===== src/rtl/ppu_lt_pkg.sv =====
package ppu_lt_pkg;

    localparam int PPU_AW       = 14;
    localparam int CNT_W        = 8;
    localparam int IDLE_RELOAD  = 3;
    localparam int REPEAT_RUN   = 2;
    localparam int HBLANK_FETCH = 33;
    localparam logic [CNT_W-1:0] OFFSET_MIN = 8'd1;
    localparam logic [CNT_W-1:0] OFFSET_MAX = 8'd170;
    localparam logic [CNT_W-1:0] OFFSET_RST = 8'h87;
    localparam logic [9:0]       ATTR_BASE  = 10'h3C0;

    typedef enum logic [2:0] {
        SEL_TARGET = 3'd0,
        SEL_IRQ_ON = 3'd1,
        SEL_IRQ_OFF = 3'd2,
        SEL_OFFSET = 3'd3,
        SEL_STATUS = 3'd4
    } reg_sel_e;

    typedef struct packed {
        logic             in_frame;
        logic             hblank;
        logic [CNT_W-1:0] scanline;
        logic [CNT_W-1:0] fetch_cnt;
        logic [CNT_W-1:0] read_cnt;
    } line_state_t;

    function automatic logic is_nt(input logic [PPU_AW-1:0] a);
        return a[13:12] == 2'b10;
    endfunction

    function automatic logic is_name_fetch(input logic [PPU_AW-1:0] a);
        return is_nt(a) && (a[9:0] < ATTR_BASE);
    endfunction

    function automatic logic [CNT_W-1:0] clamp_offset(input logic [CNT_W-1:0] v);
        if (v < OFFSET_MIN) return OFFSET_MIN;
        if (v > OFFSET_MAX) return OFFSET_MAX;
        return v;
    endfunction

endpackage


===== src/rtl/ppu_lt_idle.sv =====
module ppu_lt_idle
    import ppu_lt_pkg::*;
#(
    parameter int RELOAD = IDLE_RELOAD
) (
    input  logic clk,
    input  logic rst,
    input  logic ppu_rd,
    input  logic cpu_tick,
    output logic expire
);
    localparam int W = $clog2(RELOAD + 1);

    logic [W-1:0] cnt;

    assign expire = cpu_tick && !ppu_rd && (cnt == W'(1));

    always_ff @(posedge clk) begin
        if (rst) begin
            cnt <= '0;
        end else if (ppu_rd) begin
            cnt <= W'(RELOAD);
        end else if (cpu_tick && cnt != '0) begin
            cnt <= cnt - W'(1);
        end
    end
endmodule


===== src/rtl/ppu_lt_repeat.sv =====
module ppu_lt_repeat
    import ppu_lt_pkg::*;
#(
    parameter int RUN = REPEAT_RUN
) (
    input  logic              clk,
    input  logic              rst,
    input  logic              ppu_rd,
    input  logic [PPU_AW-1:0] ppu_addr,
    input  logic              expire,
    input  logic              vec_rd,
    output logic              line_start
);
    localparam int RW = $clog2(RUN + 1);

    logic [PPU_AW-1:0] last_addr;
    logic [RW-1:0]     rep;
    logic              same;

    assign same       = is_nt(ppu_addr) && (ppu_addr == last_addr);
    assign line_start = ppu_rd && same && (rep == RW'(RUN - 1));

    always_ff @(posedge clk) begin
        if (rst) begin
            last_addr <= '0;
            rep       <= '0;
        end else begin
            if (ppu_rd) begin
                last_addr <= ppu_addr;
                rep       <= (same && !line_start) ? rep + RW'(1) : '0;
            end else if (expire) begin
                rep <= '0;
            end
            if (vec_rd) last_addr <= '0;
        end
    end
endmodule


===== src/rtl/ppu_lt_lines.sv =====
module ppu_lt_lines
    import ppu_lt_pkg::*;
(
    input  logic              clk,
    input  logic              rst,
    input  logic              ppu_rd,
    input  logic [PPU_AW-1:0] ppu_addr,
    input  logic              line_start,
    input  logic              expire,
    input  logic              vec_rd,
    output line_state_t       st,
    output line_state_t       st_nxt
);
    always_comb begin
        st_nxt = st;
        if (ppu_rd) begin
            st_nxt.read_cnt = st.read_cnt + 1'b1;
            if (line_start) begin
                st_nxt.scanline  = st.in_frame ? st.scanline + 1'b1 : '0;
                st_nxt.in_frame  = 1'b1;
                st_nxt.fetch_cnt = '0;
                st_nxt.read_cnt  = '0;
                st_nxt.hblank    = 1'b0;
            end
            if (st_nxt.in_frame && is_name_fetch(ppu_addr)) begin
                st_nxt.fetch_cnt = st_nxt.fetch_cnt + 1'b1;
                if (st_nxt.fetch_cnt == CNT_W'(HBLANK_FETCH)) st_nxt.hblank = 1'b1;
            end
        end else if (expire) begin
            st_nxt.in_frame  = 1'b0;
            st_nxt.hblank    = 1'b0;
            st_nxt.scanline  = '1;
            st_nxt.fetch_cnt = '0;
        end
        if (vec_rd) begin
            st_nxt.in_frame = 1'b0;
            st_nxt.scanline = '0;
        end
    end

    always_ff @(posedge clk) begin
        if (rst) st <= '0;
        else     st <= st_nxt;
    end
endmodule


===== src/rtl/ppu_lt_irq.sv =====
module ppu_lt_irq
    import ppu_lt_pkg::*;
(
    input  logic             clk,
    input  logic             rst,
    input  logic             reg_wr,
    input  logic             reg_rd,
    input  logic [2:0]       reg_sel,
    input  logic [CNT_W-1:0] reg_wdata,
    input  logic             ppu_rd,
    input  logic             vec_rd,
    input  logic [CNT_W-1:0] nxt_line,
    input  logic [CNT_W-1:0] nxt_reads,
    output logic             hit,
    output logic             irq,
    output logic [CNT_W-1:0] offset
);
    logic [CNT_W-1:0] target;
    logic             enable;
    logic             pending;
    logic             clr;

    assign hit = ppu_rd && (nxt_line == target) && (nxt_reads == offset);
    assign clr = (reg_wr && reg_sel == SEL_IRQ_OFF) ||
                 (reg_rd && reg_sel == SEL_STATUS) || vec_rd;
    assign irq = enable && pending;

    always_ff @(posedge clk) begin
        if (rst) begin
            target  <= '0;
            offset  <= OFFSET_RST;
            enable  <= 1'b0;
            pending <= 1'b0;
        end else begin
            if (reg_wr) begin
                case (reg_sel)
                    SEL_TARGET:  target <= reg_wdata;
                    SEL_OFFSET:  offset <= clamp_offset(reg_wdata);
                    SEL_IRQ_ON:  enable <= 1'b1;
                    SEL_IRQ_OFF: enable <= 1'b0;
                    default: ;
                endcase
            end
            if (hit)      pending <= 1'b1;
            else if (clr) pending <= 1'b0;
        end
    end
endmodule


===== src/rtl/ppu_line_tracker.sv =====
module ppu_line_tracker
    import ppu_lt_pkg::*;
(
    input  logic              clk,
    input  logic              rst,
    input  logic              ppu_rd,
    input  logic [PPU_AW-1:0] ppu_addr,
    input  logic              cpu_tick,
    input  logic              reg_wr,
    input  logic              reg_rd,
    input  logic [2:0]        reg_sel,
    input  logic [CNT_W-1:0]  reg_wdata,
    input  logic              vec_rd,
    output logic              irq,
    output logic [7:0]        rd_data,
    output logic              in_frame,
    output logic              in_hblank,
    output logic [CNT_W-1:0]  scanline,
    output logic [CNT_W-1:0]  fetch_cnt,
    output logic [CNT_W-1:0]  read_cnt
);
    logic             w_expire;
    logic             w_line_start;
    logic             w_hit;
    logic [CNT_W-1:0] w_offset;
    line_state_t      st, st_nxt;

    ppu_lt_idle u_idle (
        .clk(clk), .rst(rst), .ppu_rd(ppu_rd), .cpu_tick(cpu_tick), .expire(w_expire)
    );

    ppu_lt_repeat u_rep (
        .clk(clk), .rst(rst), .ppu_rd(ppu_rd), .ppu_addr(ppu_addr),
        .expire(w_expire), .vec_rd(vec_rd), .line_start(w_line_start)
    );

    ppu_lt_lines u_lines (
        .clk(clk), .rst(rst), .ppu_rd(ppu_rd), .ppu_addr(ppu_addr),
        .line_start(w_line_start), .expire(w_expire), .vec_rd(vec_rd),
        .st(st), .st_nxt(st_nxt)
    );

    ppu_lt_irq u_irq (
        .clk(clk), .rst(rst), .reg_wr(reg_wr), .reg_rd(reg_rd), .reg_sel(reg_sel),
        .reg_wdata(reg_wdata), .ppu_rd(ppu_rd), .vec_rd(vec_rd),
        .nxt_line(st_nxt.scanline), .nxt_reads(st_nxt.read_cnt),
        .hit(w_hit), .irq(irq), .offset(w_offset)
    );

    assign rd_data   = (reg_rd && reg_sel == SEL_STATUS)
                     ? {st.hblank, st.in_frame, 5'b0, w_hit} : 8'h00;
    assign in_frame  = st.in_frame;
    assign in_hblank = st.hblank;
    assign scanline  = st.scanline;
    assign fetch_cnt = st.fetch_cnt;
    assign read_cnt  = st.read_cnt;
endmodule


===== config.mk =====
export PLATFORM = sky130hd
export DESIGN_NAME = ppu_line_tracker
export DESIGN_NICKNAME = d
export VERILOG_FILES = /design/src/rtl/ppu_lt_pkg.sv /design/src/rtl/ppu_lt_idle.sv /design/src/rtl/ppu_lt_repeat.sv /design/src/rtl/ppu_lt_lines.sv /design/src/rtl/ppu_lt_irq.sv /design/src/rtl/ppu_line_tracker.sv
export SDC_FILE = /design/constraint.sdc
export NUM_CORES = 1
export LEC_CHECK = 0
export ABC_AREA = 1
export ABC_CLOCK_PERIOD_IN_PS = 9400
export CAP_MARGIN = 5
export CELL_PAD_IN_SITES_DETAIL_PLACEMENT = 0
export CELL_PAD_IN_SITES_GLOBAL_PLACEMENT = 2
export CORE_MARGIN = 2
export CORE_UTILIZATION = 32
export CTS_BUF_LIST = sky130_fd_sc_hd__clkbuf_2 sky130_fd_sc_hd__clkbuf_4 sky130_fd_sc_hd__clkbuf_8
export CTS_CLUSTER_DIAMETER = 100
export DETAILED_ROUTE_END_ITERATION = 8
export PLACE_DENSITY_LB_ADDON = 0.1
export SYNTH_ARGS = -nofsm -noshare
export SYNTH_HDL_FRONTEND = slang
export SYNTH_HIERARCHICAL = 1
export SYNTH_SLANG_ARGS = --single-unit

===== constraint.sdc =====
create_clock -name clk -period 9.4 [get_ports clk]
set_input_delay 2.35 -clock clk [delete_from_list [all_inputs] [get_ports clk]]
set_output_delay 2.35 -clock clk [all_outputs]
set_load 0.02 [all_outputs]

# After elaboration in Yosys (flattened, before gate mapping)
# Cells that the tools add are included.
[totals]
ramBits = 0
wordCells = 91
latch_bits = 0
romBits = 0
out_inout_bits = 35
regBits = 62
mem_count = 0
[op_classes]
eq_ne = 11
reduce_logical = 28
mux = 32
order_cmp = 3
n_mul = 0
shifts = 0
add_sub_neg = 5
n_div = 0
bitwise = 0
[ops]
columns = ["cell", "n"]
rows = [
  ["8-bit 2-to-1 mux", 9],
  ["26-bit 2-to-1 mux", 2],
  ["18-bit 2-to-1 mux", 2],
  ["8-bit by 1-bit adder with 8-bit output, second input constant", 3],
  ["8-bit equality test", 2],
  ["14-bit equality test", 1],
  ["1-bit logical AND", 14],
  ["1-bit 2-to-1 mux", 13],
  ["10-bit < comparator, second input constant", 1],
  ["2-bit 2-to-1 mux", 5],
  ["2-bit nonzero test", 5],
  ["8-bit by 6-bit equality test with 1-bit output, second input constant", 1],
  ["8-bit greater-than comparator, second input constant", 1],
  ["8-bit by 1-bit < comparator with 1-bit output, second input constant", 1],
  ["3-bit by 2-bit equality test with 1-bit output, second input constant", 2],
  ["2-bit AND reduction", 3],
  ["2-bit by 1-bit equality test with 1-bit output, second input constant", 2],
  ["3-bit by 1-bit equality test with 1-bit output, second input constant", 1],
  ["3-bit equality test, second input constant", 1],
  ["3-bit logical NOT", 1],
  ["2-bit by 1-bit adder with 2-bit output, second input constant", 1],
  ["2-bit equality test, second input constant", 1],
  ["1-bit logical NOT", 2],
  ["1-bit logical OR", 2],
  ["other kinds (3)", 3],
]

# Longest topological paths before layout
# Gate-level depths: netlist of run 1.
[logic_depth]
depth_word = 16
depth_mapped = 26
mapped_depth_nobuf = 25

# Hierarchy
# The synthesis of run 1 kept the hierarchy.
[by_module_without_submodules]
columns = ["mod", "area_each_um2", "cells_each", "n_inst", "seq_area_each_um2"]
rows = [
  ["ppu_lt_lines", 1770.4, 282, 1, 520.5],
  ["ppu_lt_irq", 1208.7, 202, 1, 360.3],
  ["ppu_lt_repeat", 928.4, 146, 1, 320.3],
  ["ppu_lt_idle", 132.6, 20, 1, 40.0],
  ["ppu_line_tracker", 78.8, 16, 1, 0.0],
]

# Least setup slack after synthesis of run 1
# No wires, ideal clock.
[synth_path]
path_type = "input to output"
startpoint = "input ppu_addr[12]"
endpoint = "output rd_data[0]"
n_path_buf = 1
slack_ps = 2353
stages = 23
required_ps = 7050
arrival_ps = 4697
path_cell_list = "nor2_1 > and3_1 > nand3_1 > nor3_1 > nand2_1 > nor2_1 > buf_4 > nand3_2 > nor2_2 > nand2_1 > o21ai_1 > nand3_1 > nand2_1 > inv_1 > nor2_1 > nand2_1 > nand2_1 > nand2_1 > nor3b_1 > nand3_1 > nor2_1 > inv_1 > nor2_1"
[synth_lines]
columns = ["element", "line_no", "text"]
rows = [
  ["from (decl)", "ppu_line_tracker.sv:7", "input logic [PPU_AW-1:0] ppu_addr,"],
  ["to (decl)", "ppu_line_tracker.sv:15", "output logic [7:0] rd_data,"],
]

==> results.md, run 1 <==
STA:
- The worst path needs 8.52 ns of the cycle, external delays included.
- The worst hold slack across all endpoints is 0.468 ns.
- The worst slew margin relative to its limit is 0.622.
- For this run, the top clock speed supported by timing is 117 MHz.
- The worst clock skew on the final layout is 0.0123 ns.
- At the pin with the least slew margin, the transition time is 0.567 ns.
- The count of pins over their slew limit was 0.
- Setup repair after global routing left no endpoint under its margin.
- Setup violations remaining at the end of the flow were counted as 0.
- The setup TNS is 0 ns.
- The final clock period utilization by the worst path is 0.906.
- The number of hold-slack violations in the final timing report is 0.

Worst hold path:
- The beginning of the worst hold path is u_rep/last_addr[12].
- The hold path depth is 2.
- The min-delay analysis places its worst path in the category reg2reg.

Clock tree:
- The clock drives 62 sinks.
- The number of clock buffers inserted by TritonCTS is 9.
- The buffer type at the clock tree root is sky130_fd_sc_hd__clkbuf_8.
- In this run the deepest clock path goes through 2 buffers.
- TritonCTS built the clock tree.
- After clock tree synthesis, the setup repair step added 0 buffers.
- The clock latency on the worst-skew pair is 0.35 ns.
- The clock transition at the register clock pins on the worst setup and hold paths after CTS is 0.08 ns.
- The number of gates resized after cts is 0.
- Hold repair after CTS inserted 0 buffers.
- The clock tree synthesis step divided the H-tree into 3 levels.

Finish:
- In the final design database the tool counted 754 nets.
- The layout overhead on the synthesized area is 22.2%.
- The number of inserted diodes is 0.
- The share of cells above drive strength 1 is 0.0875.
- The number of non-filler instances in the completed layout is 892.

Yosys:
- After synthesis, the mean cell area works out to 6.22 µm².
- After synthesis the cells add up to 4090 µm².
- The count of mapped cells out of synthesis is 657.
- Yosys printed 6 warnings.

Worst setup path:
- The critical path depth is 17.
- The element type at the critical path end is an output pin.
- The largest incremental delay on the critical path is 0.72 ns.
- The gate family responsible for the most delay along the worst path is buffers and inverters.
- The startpoint kind of the worst setup timing path is a primary input.
- In this run the critical register-to-register path is launched from u_rep/last_addr[10].
- The slowest library cell on the worst path is sky130_fd_sc_hd__clkdlybuf4s50_1.
- The startpoint-to-endpoint class of the critical path is in2out.
- Counting stages on the worst path, the most repeated cell is sky130_fd_sc_hd__nor2_1.
- The worst-path maximum fanout is 21.
- The signal on the critical path passes through clkdlybuf4s50_1 -> buf_4 -> nor2_1 -> nor2_2 -> inv_1 -> o21ai_0 -> nor2_1 -> inv_1 -> nand2_1 -> nand2_1 -> nand2_1 -> nor3b_1 -> nand3_1 -> nor2_1 -> inv_1 -> nor2_1 -> clkdlybuf4s50_1.
- The number of cells traversed by the worst register-to-register path is 20.
- The worst path buffer plus inverter count is 6.
- The critical path starts at ppu_rd.
- At the worst endpoint, the required time is 7.05 ns.
- The arrival time reported for the critical path endpoint is 6.17 ns.

Detailed routing:
- In this run, the number of DRC markers left after iteration 0 of detailed routing was 246.
- The detailed-route vias per instance is 4.51.
- The detail route stage leaves a number of antenna-violating nets equal to 0.
- The total iterations of the first detailed-routing run is 5.
- The total number of vias is 4,027.
- In the routed design, unresolved DRC markers number 0.
- Dividing the detail-routed wire length by the instance count gives 12.6 µm.
- The overall routed net length is 11,300 µm.

GRT:
- Global routing finished with a remaining overflow of 0.
- The largest net degree at the start of global routing is 40.
- The first global-routing pass estimated 18,700 µm of wire.
- The combined global-route utilization of all metal layers is 0.177.
- The number of global-route vias before repair is 3,853.
- The initial antenna violation count was 0.

Floorplan:
- The die is 117 µm wide.
- The floorplan core area is 12,500 µm².
- Measured along the y axis, the die boundary spans 117 µm.
- The top-level port count is 67.
- The initial standard-cell utilization of the core is 0.326.
- The number of rows created at floorplan is 41.
- The die footprint is 13,700 µm².

Pwr:
- The cell leakage power is 2.17 nW.
- The power per cell area is 118 nW/µm².
- The power consumption is 589 µW.
- The maximum vdd drop is 0.0468 mV.

Run:
- The max-cap violation count is 0.

Place:
- In this run the tool buffered the top-level ports with 61 buffer cells.
- The placer congestion estimate is 0.836.
- After detailed placement, the design holds a cell count of 876.
- The placed wire-length estimate is 8700 µm.

Outcome:
- The flow ran to the end, and the final reports show no timing, DRC or antenna violations.
-- per-stage QoR --
stage,instance area [µm²],utilization,setup slack (ns)
3_5_place_dp,4820,0.385,0.814
5_1_grt,4990,0.399,0.400
4_1_cts,4990,0.399,0.802
6_report,4990,0.399,0.880
3_3_place_gp,4820,0.385,0.754
2_1_floorplan,4100,-,2.35
-- final timing paths --
check                        endpoint  slack (ns)
hold / removal    u_rep/last_addr[12]        0.47
hold reg to reg   u_rep/last_addr[12]        0.47
setup / recovery           rd_data[0]        0.88
setup reg to reg        u_irq/pending        6.56
-- tightest hold or removal path, cell delays in order (launching register included) --
cell and delay (ns):
sky130_fd_sc_hd__dfxtp_1 0.31, sky130_fd_sc_hd__nand2_1 0.06, sky130_fd_sc_hd__a21oi_1 0.05
-- cell type report --
cell class | count | area, µm²
timing repair buffer | 65 | 641
tap | 172 | 215
clock buffer | 12 | 153
inverter | 121 | 454
sequential | 62 | 1240
clock inverter | 4 | 22.5
fill | 1377 | 7520
multi-input combinational | 456 | 2270
-- cell usage in the layout (no fill, tap or decap), types with 7 or more instances in the layout --
cell,instances
sky130_fd_sc_hd__clkdlybuf4s50_1,61
sky130_fd_sc_hd__clkbuf_8,10
sky130_fd_sc_hd__a211oi_1,15
sky130_fd_sc_hd__inv_1,112
sky130_fd_sc_hd__o21ai_0,17
sky130_fd_sc_hd__nand3_1,26
sky130_fd_sc_hd__nand4_1,14
sky130_fd_sc_hd__a21oi_1,40
sky130_fd_sc_hd__nor2_1,76
sky130_fd_sc_hd__ha_1,7
sky130_fd_sc_hd__nor4_1,7
sky130_fd_sc_hd__nor2_2,8
sky130_fd_sc_hd__nand2_2,10
sky130_fd_sc_hd__dfxtp_1,62
sky130_fd_sc_hd__o21ai_1,9
sky130_fd_sc_hd__inv_2,9
sky130_fd_sc_hd__nand2_1,170
sky130_fd_sc_hd__nor3_1,12
-- flip-flops by register name, indices dropped and copies added (netlist names) --
signal and count:
u_idle/cnt 2, u_irq/enable 1, u_rep/last_addr 14, u_lines/st 26, u_irq/offset 8, u_rep/rep 2, u_irq/target 8, u_irq/pending 1
-- report_power, final --
group	leakage (nW)	switching, mW	internal, mW	total (mW)
sequential	0.504	0.00591	0.270	0.276
clock	0.0930	0.113	0.108	0.220
combinational	1.57	0.0562	0.0363	0.0925
-- per-layer routing --
layer	vias up	track usage	wire length (µm)
met4	0	0.0792	238
met1	1755	0.221	5240
met5	-	0	0
met3	18	0.0324	394
li1	2175	-	-
met2	79	0.299	5400
Note: power is estimated with default switching activity, not from simulation.
==> inputs of run 2 (changes only) <==
- CELL_PAD_IN_SITES_DETAIL_PLACEMENT: 0 -> 1
- CELL_PAD_IN_SITES_GLOBAL_PLACEMENT: 2 -> 1
- CORE_UTILIZATION: 32 -> 41
==> results.md, run 2 (synthesis gave the netlist of run 1 again) <==
STA:
- On the final layout, the worst hold slack is 0.472 ns.
- The number of hold-slack violations in the final timing report was 0.
- The final clock period utilization by the worst path is 0.907.
- Setup violations remaining at the end of the flow were counted as 0.
- The count of pins over their slew limit is 0.
- The highest achievable clock rate is 117 MHz.
- The routed design could run at a clock period as short as 8.53 ns.
- Setup repair after global routing left no endpoint under its margin.
- After routing, the total negative slack on setup checks comes to 0 ns.
- In this run the tightest slew margin relative to its limit is 0.566.
- Between clock sinks in the finished design, the worst skew comes to 0.00852 ns.
- For the pin with the worst max-slew slack, the measured transition is 0.649 ns.

Worst setup path:
- The critical path goes through clkdlybuf4s50_1 -> nand2_1 -> nor2_1 -> buf_4 -> nand3_2 -> nor2_2 -> nand2_1 -> o21ai_1 -> nand3_1 -> nand2_1 -> inv_1 -> nor2_1 -> nand2_1 -> nand2_1 -> nand2_1 -> nor3b_1 -> nand3_1 -> nor2_1 -> inv_1 -> nor2_1 -> clkdlybuf4s50_1.
- The worst setup path is of the in2out kind.
- Along the worst path, the maximum fanout reaches 17.
- The critical path's most frequent cell is sky130_fd_sc_hd__nand2_1.
- Data arrives at the worst endpoint at 6.18 ns.
- The slowest library cell on the worst path is sky130_fd_sc_hd__clkdlybuf4s50_1.
- The worst setup path is captured at an output pin.
- The reg-to-reg setup timing slack is 6.30 ns.
- The startpoint kind of the worst setup timing path is a primary input.
- Data on the critical path is required at its endpoint by 7.05 ns.
- The largest incremental delay on the critical path is 0.88 ns.

Finish:
- The largest registers in the layout are u_lines/st (26), u_rep/last_addr (14).
- The share of cells above drive strength 1 is 0.0862.
- Leaving out fill and tap cells, the most frequent cell in the layout is sky130_fd_sc_hd__nand2_1.
- The largest register by flop count is u_lines/st.
- The flip-flop count of the largest register, all copies and words added is 26.
- After routing the design area is 4980 µm².
- In the layout the commonest cells are sky130_fd_sc_hd__nand2_1 (170), sky130_fd_sc_hd__inv_1 (112), sky130_fd_sc_hd__nor2_1 (76), sky130_fd_sc_hd__dfxtp_1 (62), sky130_fd_sc_hd__clkdlybuf4s50_1 (61).
- The layout overhead on the synthesized area is 22.0%.
- After the last flow step, the layout net total stands at 753.
- 0 antenna diodes ended up in the layout.

Pwr:
- VDD sags by at most 0.0731 mV.
- The share of total power dissipated in the clock network is 0.425.
- Of the total power, the share spent switching nets is 0.275.
- Of the total power, combinational logic draws 0.147.
- The power per cell area is 130 nW/µm².
- For this design the static power due to leakage is 2.19 nW.
- Cell internal power was estimated by the tool at 468 µW.
- The share of total power in sequential cells is 0.428.
- For this design the total switching power over the nets is 178 µW.

Clock tree:
- The longest clock path from root to sink contains 2 buffers.
- The root buffer cell chosen for the clock tree is sky130_fd_sc_hd__clkbuf_8.
- The number of gates resized after cts is 0.
- After clock tree synthesis, the clock-pin slew on the worst setup and hold paths is 0.08 ns.
- The number of hold buffers added after CTS is 0.
- TritonCTS built the clock tree.
- The number of clock sinks seen by CTS is 62.
- Post-CTS timing repair inserted 0 buffers for setup.
- For the worst-skew pair, the clock arrives at the later sink with an insertion delay of 0.35 ns.
- The number of H-tree branching levels is 3.
- The number of clock buffers inserted by TritonCTS is 9.

GRT:
- Across every metal layer, demand over resource in global routing totals 0.234.
- The largest net degree at the start of global routing is 40.
- The initial antenna violation count is 0.
- The leftover overflow at the end of global routing is 0.
- The number of global-route vias before repair is 4,362.
- The global-route wire length before repair is 20,600 µm.

Detailed routing:
- The routed layout has 4,297 vias.
- For this run, design rule violations remaining after detail routing come to 0.
- The overall routed net length is 12,500 µm.
- The post-detailed-route count of antenna-violating nets is 0.
- In the final routed layout, each cell accounts on average for 14.6 µm.
- The detailed-route vias per instance is 5.04.
- The number of design-rule violations left by the first detailed-router iteration is 152.
- The total iterations of the first detailed-routing run is 4.

Floorplan:
- The die is 104 µm tall.
- The die footprint is 10,800 µm².
- The number of rows created at floorplan is 36.
- The die is 104 µm wide.
- The top-level port count is 67.
- The initial standard-cell utilization of the core is 0.420.
- The floorplan core area is 9730 µm².

Place:
- Routability-driven placement finished with a final weighted congestion of 0.958.
- The placed wire-length estimate is 9560 µm.
- The count of buffers inserted at the top-level ports is 61.
- The cell area after placement is 4760 µm².

Outcome:
- The flow ran to the end, and the final reports show no timing, DRC or antenna violations.

Run:
- Max-cap violations in this run came to 0.

Worst hold path:
- The path category of the worst min-delay check is reg2reg.
## run 2: cell types whose count changed in the layout (fill, tap and decap cells not counted), sizes merged
cell,delta
buf,-1
bufinv,+2
clkinv,-1
clkinvlp,-1
## run 2: critical path, delay by kind of cell
kind                   cells  cell delay, ns
buffers and inverters      5            1.85
AO/OA/AOI/OAI              1            0.14
AND/OR/NAND/NOR           15            1.83
## run 2: worst paths after layout
path / end / cells after the start / startpoint
max reg2reg: u_irq/pending / 20 / u_rep/last_addr[10]
min: u_rep/last_addr[12] / 2 / u_rep/last_addr[12]
max: rd_data[0] / 21 / ppu_rd
min reg2reg: u_rep/last_addr[12] / 2 / u_rep/last_addr[12]
## run 2: per-stage QoR
step	setup slack [ns]	util	cells	total power [mW]
floorplan	2.35	-	661	0.341
CTS	0.821	0.512	852	0.651
detailed placement	0.839	0.489	836	0.376
global route	0.467	0.512	852	0.677
global placement	1.01	0.489	836	0.372
finish	0.874	0.512	852	0.646
## run 2: power groups by stage
stage / Clock [mW] / Combinational [mW] / Sequential [mW]
3_3_place_gp: 0 / 0.0906 / 0.282
4_1_cts: 0.279 / 0.0954 / 0.276
5_1_grt: 0.294 / 0.106 / 0.277
6_report: 0.274 / 0.0948 / 0.277
2_1_floorplan: 0 / 0.0581 / 0.283
3_5_place_dp: 0 / 0.0939 / 0.282
## run 2: cell type report
type                            count  area, µm²
Fill cell                        1352       4750
Clock inverter                      4       70.1
Sequential cell                    62       1240
Clock buffer                       12        153
Tap cell                          133        166
Multi-Input combinational cell    456       2270
Inverter                          121        454
Timing Repair Buffer               64        633
## run 2: metal layers
metal	share of wire	vias to the layer above	global-route usage	wire length [µm]
met1	0.44	2042	0.276	5520
met2	0.51	60	0.423	6400
li1	-	2174	-	-
met3	0.023	21	0.0396	283
met5	0	-	0	0
met4	0.022	0	0.0888	277
